### src/rtl/sclgen_pkg.sv
package sclgen_pkg;

  typedef enum logic [1:0] {
    ST_IDLE = 2'd0,
    ST_LOW  = 2'd1,
    ST_HIGH = 2'd2
  } sclState_t;

  // control -> datapath
  typedef struct packed {
    logic loadCfg;
    logic clrCnt;
    logic countEn;
    logic inHigh;
  } dpCtrl_t;

  // datapath -> control (raw, not gated by countEn)
  typedef struct packed {
    logic phaseEnd;
    logic midPoint;
  } dpStat_t;

endpackage

### src/rtl/sclgen_dpath.sv
module sclgen_dpath
  import sclgen_pkg::*;
#(
  parameter int EXP_W    = 4,
  parameter int CNT_W    = 4,
  parameter int WORD_W   = 20,
  parameter int BASE_LSB = 0,
  parameter int LOW_LSB  = 12,
  parameter int HIGH_LSB = 16
) (
  input  logic              clk,
  input  logic              rstN,
  input  logic [WORD_W-1:0] timingWord,
  input  dpCtrl_t           ctl,
  output dpStat_t           stat
);

  localparam int PRE_W  = (2 ** EXP_W) - 1;
  localparam int RSV_LO = BASE_LSB + EXP_W;
  localparam int RSV_HI = LOW_LSB - 1;

  logic [EXP_W-1:0] baseQ;
  logic [CNT_W-1:0] lowQ;
  logic [CNT_W-1:0] highQ;
  logic [PRE_W-1:0] preCnt;
  logic [CNT_W-1:0] phCnt;
  logic [PRE_W:0]   preLim;
  logic [PRE_W-1:0] preMax;
  logic [CNT_W-1:0] phLen;
  logic [CNT_W:0]   midIdx;
  logic             tickEnd;

  // captured configuration
  always_ff @(posedge clk) begin
    if (!rstN) begin
      baseQ <= '0;
      lowQ  <= '0;
      highQ <= '0;
    end else if (ctl.loadCfg) begin
      baseQ <= timingWord[BASE_LSB +: EXP_W];
      lowQ  <= timingWord[LOW_LSB +: CNT_W];
      highQ <= timingWord[HIGH_LSB +: CNT_W];
    end
  end

  always_comb begin
    preLim  = ({{PRE_W{1'b0}}, 1'b1} << baseQ) - {{PRE_W{1'b0}}, 1'b1};
    preMax  = preLim[PRE_W-1:0];
    phLen   = ctl.inHigh ? highQ : lowQ;
    midIdx  = ({1'b0, phLen} + {{CNT_W{1'b0}}, 1'b1}) >> 1;
    tickEnd = (preCnt == preMax);
    stat.phaseEnd = tickEnd && (phCnt == phLen);
    stat.midPoint = (preCnt == '0) && ({1'b0, phCnt} == midIdx);
  end

  // prescaler and phase tick counter
  always_ff @(posedge clk) begin
    if (!rstN) begin
      preCnt <= '0;
      phCnt  <= '0;
    end else if (ctl.clrCnt) begin
      preCnt <= '0;
      phCnt  <= '0;
    end else if (ctl.countEn) begin
      if (tickEnd) begin
        preCnt <= '0;
        phCnt  <= phCnt + {{(CNT_W-1){1'b0}}, 1'b1};
      end else begin
        preCnt <= preCnt + {{(PRE_W-1){1'b0}}, 1'b1};
      end
    end
  end

  // prescaler never passes its limit
  a_r3_pre_in_range: assert property (@(posedge clk) disable iff (!rstN)
    preCnt <= preMax);

  // phase counter never passes the phase length
  a_r4_ph_in_range: assert property (@(posedge clk) disable iff (!rstN)
    phCnt <= phLen);

  // no counting while the line is held low in the high phase
  a_r5_hold_while_stretched: assert property (@(posedge clk) disable iff (!rstN)
    (!ctl.countEn && !ctl.clrCnt) |=> ($stable(preCnt) && $stable(phCnt)));

  // reserved bits are zero whenever a word is captured
  a_r7_reserved_zero: assert property (@(posedge clk) disable iff (!rstN)
    ctl.loadCfg |-> (timingWord[RSV_HI:RSV_LO] == '0));

endmodule

### src/rtl/sclgen_ctrl.sv
module sclgen_ctrl
  import sclgen_pkg::*;
(
  input  logic    clk,
  input  logic    rstN,
  input  logic    enable,
  input  logic    sclIn,
  input  dpStat_t stat,
  output dpCtrl_t ctl,
  output logic    sclPullLow,
  output logic    riseStb,
  output logic    fallStb,
  output logic    midHighStb,
  output logic    midLowStb
);

  sclState_t state, stateNx;
  logic started, startedNx;
  logic firstLow, firstLowNx;
  logic cntEn;
  logic phDone;

  always_comb begin
    cntEn  = (state == ST_LOW) || ((state == ST_HIGH) && (started || sclIn));
    phDone = cntEn && stat.phaseEnd;
  end

  always_comb begin
    ctl         = '0;
    ctl.countEn = cntEn;
    ctl.inHigh  = (state == ST_HIGH);
    stateNx     = state;
    startedNx   = started;
    firstLowNx  = 1'b0;
    case (state)
      ST_IDLE: begin
        ctl.clrCnt = 1'b1;
        if (enable) begin
          stateNx     = ST_LOW;
          ctl.loadCfg = 1'b1;
          firstLowNx  = 1'b1;
        end
      end
      ST_LOW: begin
        if (phDone) begin
          ctl.clrCnt = 1'b1;
          stateNx    = ST_HIGH;
          startedNx  = 1'b0;
        end
      end
      ST_HIGH: begin
        startedNx = started || sclIn;
        if (phDone) begin
          ctl.clrCnt  = 1'b1;
          ctl.loadCfg = 1'b1;
          stateNx     = ST_LOW;
          firstLowNx  = 1'b1;
          startedNx   = 1'b0;
        end
      end
      default: begin
        ctl.clrCnt = 1'b1;
        stateNx    = ST_IDLE;
      end
    endcase
    if (!enable) begin
      stateNx     = ST_IDLE;
      ctl.clrCnt  = 1'b1;
      ctl.loadCfg = 1'b0;
      firstLowNx  = 1'b0;
      startedNx   = 1'b0;
    end
  end

  always_ff @(posedge clk) begin
    if (!rstN) begin
      state    <= ST_IDLE;
      started  <= 1'b0;
      firstLow <= 1'b0;
    end else begin
      state    <= stateNx;
      started  <= startedNx;
      firstLow <= firstLowNx;
    end
  end

  always_comb begin
    sclPullLow = (state == ST_LOW);
    fallStb    = (state == ST_LOW) && firstLow;
    riseStb    = (state == ST_HIGH) && !started && sclIn;
    midLowStb  = (state == ST_LOW) && stat.midPoint;
    midHighStb = (state == ST_HIGH) && cntEn && stat.midPoint;
  end

  // a low enable releases the line on the next cycle
  a_r1_release_when_off: assert property (@(posedge clk) disable iff (!rstN)
    !enable |=> (!sclPullLow && !fallStb && !riseStb));

  // every start of pull-low carries the fall strobe
  a_r2_fall_with_drive: assert property (@(posedge clk) disable iff (!rstN)
    $rose(sclPullLow) |-> fallStb);

  // strobes are one cycle wide and rise/fall are exclusive
  a_r8_fall_single: assert property (@(posedge clk) disable iff (!rstN)
    fallStb |=> !fallStb);
  a_r8_rise_single: assert property (@(posedge clk) disable iff (!rstN)
    riseStb |=> !riseStb);
  a_r8_rise_fall_excl: assert property (@(posedge clk) disable iff (!rstN)
    $onehot0({riseStb, fallStb}));

endmodule

### src/rtl/scl_timing_gen.sv
module scl_timing_gen
  import sclgen_pkg::*;
#(
  parameter int EXP_W    = 4,
  parameter int CNT_W    = 4,
  parameter int BASE_LSB = 0,
  parameter int LOW_LSB  = 12,
  parameter int HIGH_LSB = 16,
  parameter int WORD_W   = HIGH_LSB + CNT_W
) (
  input  logic              clk,
  input  logic              rstN,
  input  logic              enable,
  input  logic [WORD_W-1:0] timingWord,
  input  logic              sclIn,
  output logic              sclPullLow,
  output logic              riseStb,
  output logic              fallStb,
  output logic              midHighStb,
  output logic              midLowStb
);

  dpCtrl_t ctl;
  dpStat_t stat;

  sclgen_ctrl u_ctrl (
    .clk        (clk),
    .rstN       (rstN),
    .enable     (enable),
    .sclIn      (sclIn),
    .stat       (stat),
    .ctl        (ctl),
    .sclPullLow (sclPullLow),
    .riseStb    (riseStb),
    .fallStb    (fallStb),
    .midHighStb (midHighStb),
    .midLowStb  (midLowStb)
  );

  sclgen_dpath #(
    .EXP_W    (EXP_W),
    .CNT_W    (CNT_W),
    .WORD_W   (WORD_W),
    .BASE_LSB (BASE_LSB),
    .LOW_LSB  (LOW_LSB),
    .HIGH_LSB (HIGH_LSB)
  ) u_dpath (
    .clk        (clk),
    .rstN       (rstN),
    .timingWord (timingWord),
    .ctl        (ctl),
    .stat       (stat)
  );

endmodule

### config.mk
export PLATFORM = sky130hd
export DESIGN_NAME = scl_timing_gen
export DESIGN_NICKNAME = d
export VERILOG_FILES = /design/src/rtl/sclgen_pkg.sv /design/src/rtl/sclgen_dpath.sv /design/src/rtl/sclgen_ctrl.sv /design/src/rtl/scl_timing_gen.sv
export SDC_FILE = /design/constraint.sdc
export NUM_CORES = 1
export LEC_CHECK = 0
export CAP_MARGIN = 25
export CORE_ASPECT_RATIO = 1.75
export CORE_MARGIN = 8
export CORE_UTILIZATION = 56
export CTS_CLUSTER_DIAMETER = 30
export DETAILED_ROUTE_END_ITERATION = 10
export GPL_TIMING_DRIVEN = 0
export PLACE_DENSITY = 0.87
export SLEW_MARGIN = 20
export SYNTH_ARGS = -nofsm -noshare
export SYNTH_HDL_FRONTEND = slang
export SYNTH_SLANG_ARGS = --single-unit
### constraint.sdc
create_clock -name clk -period 4.11 [get_ports clk]
set_clock_uncertainty 0.05 [all_clocks]
set_input_delay 1.0275 -clock clk [delete_from_list [all_inputs] [get_ports clk]]
set_output_delay 1.0275 -clock clk [all_outputs]
set_load 0.02 [all_outputs]
==> metrics.txt, run 1 <==
status=complete, no violations; clock latency on the worst-skew pair=about 300 ps; Final nets=~380; IO Port Bufs=19; Starting Density=around 58%; startpoint types=flop; initial antenna violation count=0; first-pass GRT wire length=11,270 um; fillers=between 300 and 400; via count=approximately 2,500; max capacitance violation total=0; Synth Instances=320; TritonCTS clock tree=done; final wirelength=approximately 6700 um; worst r2r src=u_dpath.baseQ[1]; Hold Slack=417.9 ps; Worst VDD drop=between 0.2 and 0.3 mV; Worst-path clk slew=70 ps; ys async rst share=0%; pwr/cell area=between 200 and 300 nW/um^2; gr usage total=19.74%; critical path capture point type=output pin; routed len/inst=between 15 and 20 um; predominant post-synthesis flop cell=dfxtp_1; layout cells sized above 1=under 10%; Max stage delay on crit path=roughly 340 ps; DP HPWL=approximately 5000 um; mapped cell area=2534 um^2; Avg Synthesized Cell Area=between 7 and 8 um^2; Multi-input gate area=~1700 um^2; Final period util=a little over nine tenths; die area=7017 um^2; top fanout value on the critical path=10; Synth-to-Final Area Change=14.42%; clock root cell=clkbuf_8; DR DRC count=0; Setup TNS=0 ps; leakage=1.190 nW; Antenna Nets Post-Route=0; Worst setup startpoint=u_ctrl.state[0]; number of synthesized flops with an enable pin=0; largest net degree at the start of global routing=12; clk buf depth=2; # rows=32; Worst Hold Class=flop to flop; post-layout minimum cycle time=~4000 ps; Mapped Nets=approximately 350; crit path max-delay cell type=clkdlybuf4s15_1; Final GP Congestion=approximately 0.98; Buffers & Inverters on Critical Path=4; delay-heaviest family, CP=buffers and inverters; Yosys reg bits=35; via/cell ratio=6.314; cts bufs inserted=5; Critical Path, Cell by Cell=inv_1 > ha_1 > buf_4 > mux2i_4 > inv_1 > ha_1 > xnor2_1 > nand3_1 > nor2_1 > o211ai_1 > nor3_1 > clkdlybuf4s15_1; Die Span Y=105.0 um; critical path class=flop to output pin; GRT overflow=0; RSZ-0062 raised after global routing=no; Ports=29; Sinks on Clock Net=35; sequential area share after synthesis=~28%; Antenna diodes=0; synth warn=0; Worst Tran Pin Value=approximately 900 ps; drt first pass iters=4; Max-Slew Margin vs Limit=about 39%; WP data required=approximately 3000 ps; Fin. Hold Viols=0; Max Fclk=between 0.2 and 0.3 GHz; Starting DRT DRC Count=90; Post-CTS Setup Inserts=0; vias in the first global route=2,445; Synth cell types=61; Final setup viols=0; FF+latch area=between 700 and 800 um^2; H-tree Lvls=2; Die Width=between 60 and 70 um; Min-Delay Startpoint=u_dpath.lowQ[2]; Max Slew Vio Count=0; Crit path arrival time=roughly 2900 ps; CORE AREA=4364 um^2
==> per-stage QoR <==
stage               instance area (um^2)  util, %  setup WS (ps)   power, W  cells
floorplan                           2534        -          683.9  0.0004897    320
global placement                    2788    63.88          36.92  0.0005356    390
detailed placement                  2789    63.90         -36.83  0.0005418    390
CTS                                 2898    66.40          120.4  0.0007883    398
global route                        2899    66.43          5.459  0.0008179    398
finish                              2899    66.43          111.3  0.0007928    398
==> final timing paths <==
kind | cells after the start | endpoint | slack [ps]
setup reg to reg | 12 | u_ctrl.state[0] | 380
hold / removal | 2 | u_dpath.lowQ[2] | 420
setup / recovery | 12 | midHighStb | 110
hold reg to reg | 2 | u_dpath.lowQ[2] | 420
==> cells in the mapped netlist (5+ instances only) <==
library cell / n / area share (%)
nand2_1: 41 / 6.1
dfxtp_1: 35 / 28
mux2i_1: 18 / 7.1
nor2_1: 17 / 2.5
and3_1: 16 / 4.0
clkbuf_1: 15 / 2.2
inv_1: 15 / 2.2
nand3_1: 12 / 2.4
xnor2_1: 12 / 4.1
xor2_1: 10 / 3.5
o21ai_0: 9 / 1.8
ha_1: 8 / 4.0
nor3_1: 7 / 1.4
a21oi_1: 6 / 1.2
and2_1: 6 / 1.5
buf_2: 6 / 1.2
a211oi_1: 5 / 1.5
a31oi_1: 5 / 1.2
==> cells by family after synthesis <==
family	share of synthesized area, %
multiplexers	7.111
AND/OR/NAND/NOR	28.25
adder cells (fa/ha/maj)	3.951
AO/OA/AOI/OAI	19.06
flip-flops	27.65
XOR/XNOR	7.605
buffers and inverters	6.370
==> cell usage in the layout (no fill, tap or decap), types with 4 or more instances in the layout <==
cell / netlist / routed
nand3_1: 12 / 12
ha_1: 8 / 8
nand2_1: 41 / 41
nand2b_1: 4 / 4
buf_2: 6 / 5
xnor2_1: 12 / 12
dfxtp_1: 35 / 35
clkdlybuf4s50_1: 0 / 17
nand4_1: 4 / 4
and3_1: 16 / 16
a21oi_1: 6 / 6
clkbuf_1: 15 / 15
a211oi_1: 5 / 5
nor2_1: 17 / 17
o21ai_0: 9 / 9
nor3_1: 7 / 7
inv_1: 15 / 15
clkbuf_8: 0 / 5
mux2i_1: 18 / 16
xor2_1: 10 / 10
a31oi_1: 5 / 5
and2_1: 6 / 6
nor3b_1: 4 / 4
==> where the power goes <==
part | switching (W) | total, W | internal [W]
combinational | 0.000109 | 0.000185 | 0.0000758
clock | 0.000136 | 0.000252 | 0.000116
sequential | 0.00000770 | 0.000356 | 0.000349
==> flip-flops by register name, summed over array words and instances (netlist names) <==
name and cells:
u_dpath.baseQ 4, u_ctrl.started 1, u_dpath.phCnt 4, u_dpath.preCnt 15, u_dpath.highQ 4, u_ctrl.state 2, u_dpath.lowQ 4, u_ctrl.firstLow 1
==> cell type report <==
class / count / share of cell area (%)
Clock buffer: 5 / 2.374
Sequential cell: 35 / 24.17
Timing Repair Buffer: 19 / 6.517
Multi-Input combinational cell: 246 / 58.57
Buffer: 24 / 3.712
Clock inverter: 3 / 0.5179
Tap cell: 51 / 2.201
Inverter: 15 / 1.942
==> worst register-to-register path, stage by stage (launching register included) <==
cell	delay (ps)
dfxtp_1	370
buf_2	230
clkbuf_1	360
nor2_1	140
nand2_1	110
ha_1	230
nor4b_1	760
a22o_1	280
o32ai_1	110
a2111oi_4	350
buf_4	260
a31oi_1	100
o221a_1	260
==> metal layers <==
metal / GRT usage [%] / share of wire, % / vias up
li1: - / - / 1202
met1: 19.85 / 38 / 1201
met2: 35.53 / 54 / 84
met3: 2.888 / 3.6 / 26
met4: 12.29 / 4.5 / 0
met5: 0 / 0 / -
==> repair_timing <==
| item | CTS | global route |
|---|---|---|
| resized for setup | 7 | 1 |
| endpoints found under the setup margin | 2 | 1 |
| hold buffers | 0 | 0 |
| pin swaps | 0 | 0 |
| endpoints found under the hold margin | 0 | 0 |
Power figures use the tool's default switching activity.
==> run 2, diff against run 1 <==
Settings changed: SETUP_SLACK_MARGIN set to 0.02.
Clock period 4.11 ns to 4.3 ns, I/O delays scaled along.
==> run 2 against run 1 <==
Setup slack improved by 160 ps. First-iteration DRC count up 2.2%. Die area unchanged. Non-clock buffer count did not move.
==> metrics.txt, run 2 (synthesized netlist as in run 1, its figures left out) <==
Antenna diodes=0 (unchanged); Worst Tran Pin Value=947.0 ps (+44.04 ps); largest register by flop count=u_dpath.preCnt; design area=2902 um^2 (about the same); largest net degree at the start of global routing=12 (unchanged); crit path max-delay cell type=or4_1; top fanout value on the critical path=10 (unchanged); Worst setup startpoint=u_ctrl.state[0]; Worst Hold Class=flop to flop; layout cells sized above 1=7.205% (unchanged); Antenna Nets Post-Route=0 (unchanged); die area=7017 um^2 (unchanged); Placed Cells=390 (unchanged); Buffers & Inverters on Critical Path=3 (-1); worst r2r src=u_dpath.baseQ[1]; Max Fclk=0.2483 GHz; TritonCTS clock tree=done; R2R cell count=12 (unchanged); Synth-to-Final Area Change=14.52% (about the same); met2 usage=35.53% (unchanged); drt first pass iters=4 (unchanged); startpoint types=flop; commonest non-fill, non-tap cell in the layout=nand2_1; Switching Share=31.46% (-0.38 points); Logic pwr share=23.3% (about the same); Max stage delay on crit path=540 ps (+200 ps); critical path capture point type=output pin; Clk network pwr share=31.5% (-0.3 points); final wirelength=6622 um (-0.72%); delay-heaviest family, CP=simple AND/OR/NAND/NOR gates; Seq pwr share=45.2% (+0.3 points); leakage=1.207 nW (+1.4%); max capacitance violation total=0 (unchanged); first-pass GRT wire length=11,270 um (unchanged); Fin. Hold Viols=0 (unchanged); Top Usage Layer GRT=met2; most frequent cells in the layout=nand2_1 (41), dfxtp_1 (35), nor2_1 (17), clkdlybuf4s50_1 (17); Final setup viols=0 (unchanged); max reg flops=15 (unchanged); RR Endpoint=u_dpath.preCnt[9]; Max-Slew Margin vs Limit=36.71% (-2.2 points); met1 usage=19.85% (unchanged); pwr/cell area=259.9 nW/um^2 (-5.0%); via count=2,510 (-0.12%); post-layout minimum cycle time=~4000 ps; Worst VDD drop=0.2424 mV (-5.4%); Hold Slack=417.7 ps (-0.2300 ps); critical path class=flop to output pin; Crit path arrival time=2900 ps (-20 ps); Starting DRT DRC Count=92 (+2.2%); IO Port Bufs=19 (unchanged); Die Width=66.85 um (unchanged); gr usage total=19.74% (unchanged); status=complete, no violations; # rows=32 (unchanged); Final GP Congestion=0.9765 (unchanged); Critical Path, Cell by Cell=inv_1 > ha_1 > buf_4 > mux2i_4 > or4_1 > a21oi_1 > and3_1 > o211ai_1 > nor3_1 > dlygate4sd2_1; internal power=0.0005168 W (-4.4%); CORE AREA=4364 um^2 (unchanged); GRT met3 Usage=2.888% (unchanged); via/cell ratio=6.307 (-0.12%); Die Span Y=105.0 um (unchanged); slack of the worst reg-to-reg path=560 ps (+180 ps); crit path capture=midHighStb; Ports=29 (unchanged); post-route insts no fill=398 (unchanged); critical path depth=10 (-2); Max Slew Vio Count=0 (unchanged); clock latency on the worst-skew pair=290 ps (about the same); Setup TNS=0 ps (unchanged); Sinks on Clock Net=35 (unchanged); DR DRC count=0 (unchanged); H-tree Lvls=2 (unchanged); Starting Density=58.06% (unchanged); initial antenna violation count=0 (unchanged); Worst-path clk slew=70 ps (about the same); Final period util=between 90% and 100%; WP data required=3170 ps (+140 ps); vias in the first global route=2,445 (unchanged); RSZ-0062 raised after global routing=no; clock root cell=clkbuf_8; cts bufs inserted=5 (unchanged); routed len/inst=16.64 um (-0.72%); Final nets=378 (unchanged); Post-DP Area=2789 um^2 (unchanged); Net Sw Power=0.0002372 W (-6.0%); DP HPWL=4995 um (unchanged); GRT overflow=0 (unchanged); clk buf depth=2 (unchanged)
## run 2: cell types whose count changed in the layout (fill, tap and decap cells not counted)
cell             change
dlymetal6s2s_1       +1
clkdlybuf4s15_1      -1
## run 2: tightest hold or removal path, delay by kind of cell, from the launching register on
| family | cells | cell delay (ps) |
|---|---|---|
| and+or+nand+nor | 1 | 50 |
| DFF | 1 | 320 |
| muxes | 1 | 50 |
## run 2: layout make-up
cell class	instances	area, um^2
clock inverter	3	15.01
inverter	15	56.30
tap	51	63.81
timing repair buffer	19	191.4
sequential	35	700.7
fill	350	1463
multi-input combinational	246	1698
clock buffer	5	68.82
buffer	24	107.6
## run 2: worst min path at each step
| stage | startpoint | endpoint | slack (ps) | cells after the start |
|---|---|---|---|---|
| after global placement | u_dpath.highQ[0] | u_dpath.highQ[0] | 390 | 2 |
| after global routing | u_dpath.lowQ[2] | u_dpath.lowQ[2] | 440 | 2 |
| after CTS | u_dpath.highQ[3] | u_dpath.highQ[3] | 410 | 2 |
| final | u_dpath.lowQ[2] | u_dpath.lowQ[2] | 420 | 2 |
| after detailed placement | u_dpath.highQ[3] | u_dpath.highQ[3] | 400 | 2 |
| after floorplan | u_dpath.lowQ[0] | u_dpath.lowQ[0] | 390 | 2 |
## run 2: what timing repair did
item / CTS / global route
setup endpoints to repair: 2 / 1
setup buffers: 0 / 0
resized for setup: 6 / 1
hold buffers: 0 / 0
## run 2: stage by stage
stage / setup WS (ps) / power, W / util, %
2_1_floorplan: 826.4 / 0.0004680 / -
3_3_place_gp: 179.4 / 0.0005119 / 63.88
3_5_place_dp: 105.7 / 0.0005178 / 63.90
4_1_cts: 99.05 / 0.0007540 / 66.43
5_1_grt: 134.3 / 0.0007822 / 66.49
6_report: 272.6 / 0.0007540 / 66.49
## run 2: metal layers
layer | part of all wire, % | vias up
met5 | 0 | -
met4 | 4.3 | 0
met3 | 4.4 | 28
met2 | 54 | 98
met1 | 37 | 1181
li1 | - | 1203
## run 2: power by group through the flow
stage | clock [W] | sequential [W] | combinational [W]
after floorplan | 0 | 0.000345 | 0.000123
after global placement | 0 | 0.000346 | 0.000166
after detailed placement | 0 | 0.000346 | 0.000172
after CTS | 0.000240 | 0.000340 | 0.000174
after global routing | 0.000250 | 0.000341 | 0.000191
final | 0.000238 | 0.000340 | 0.000176
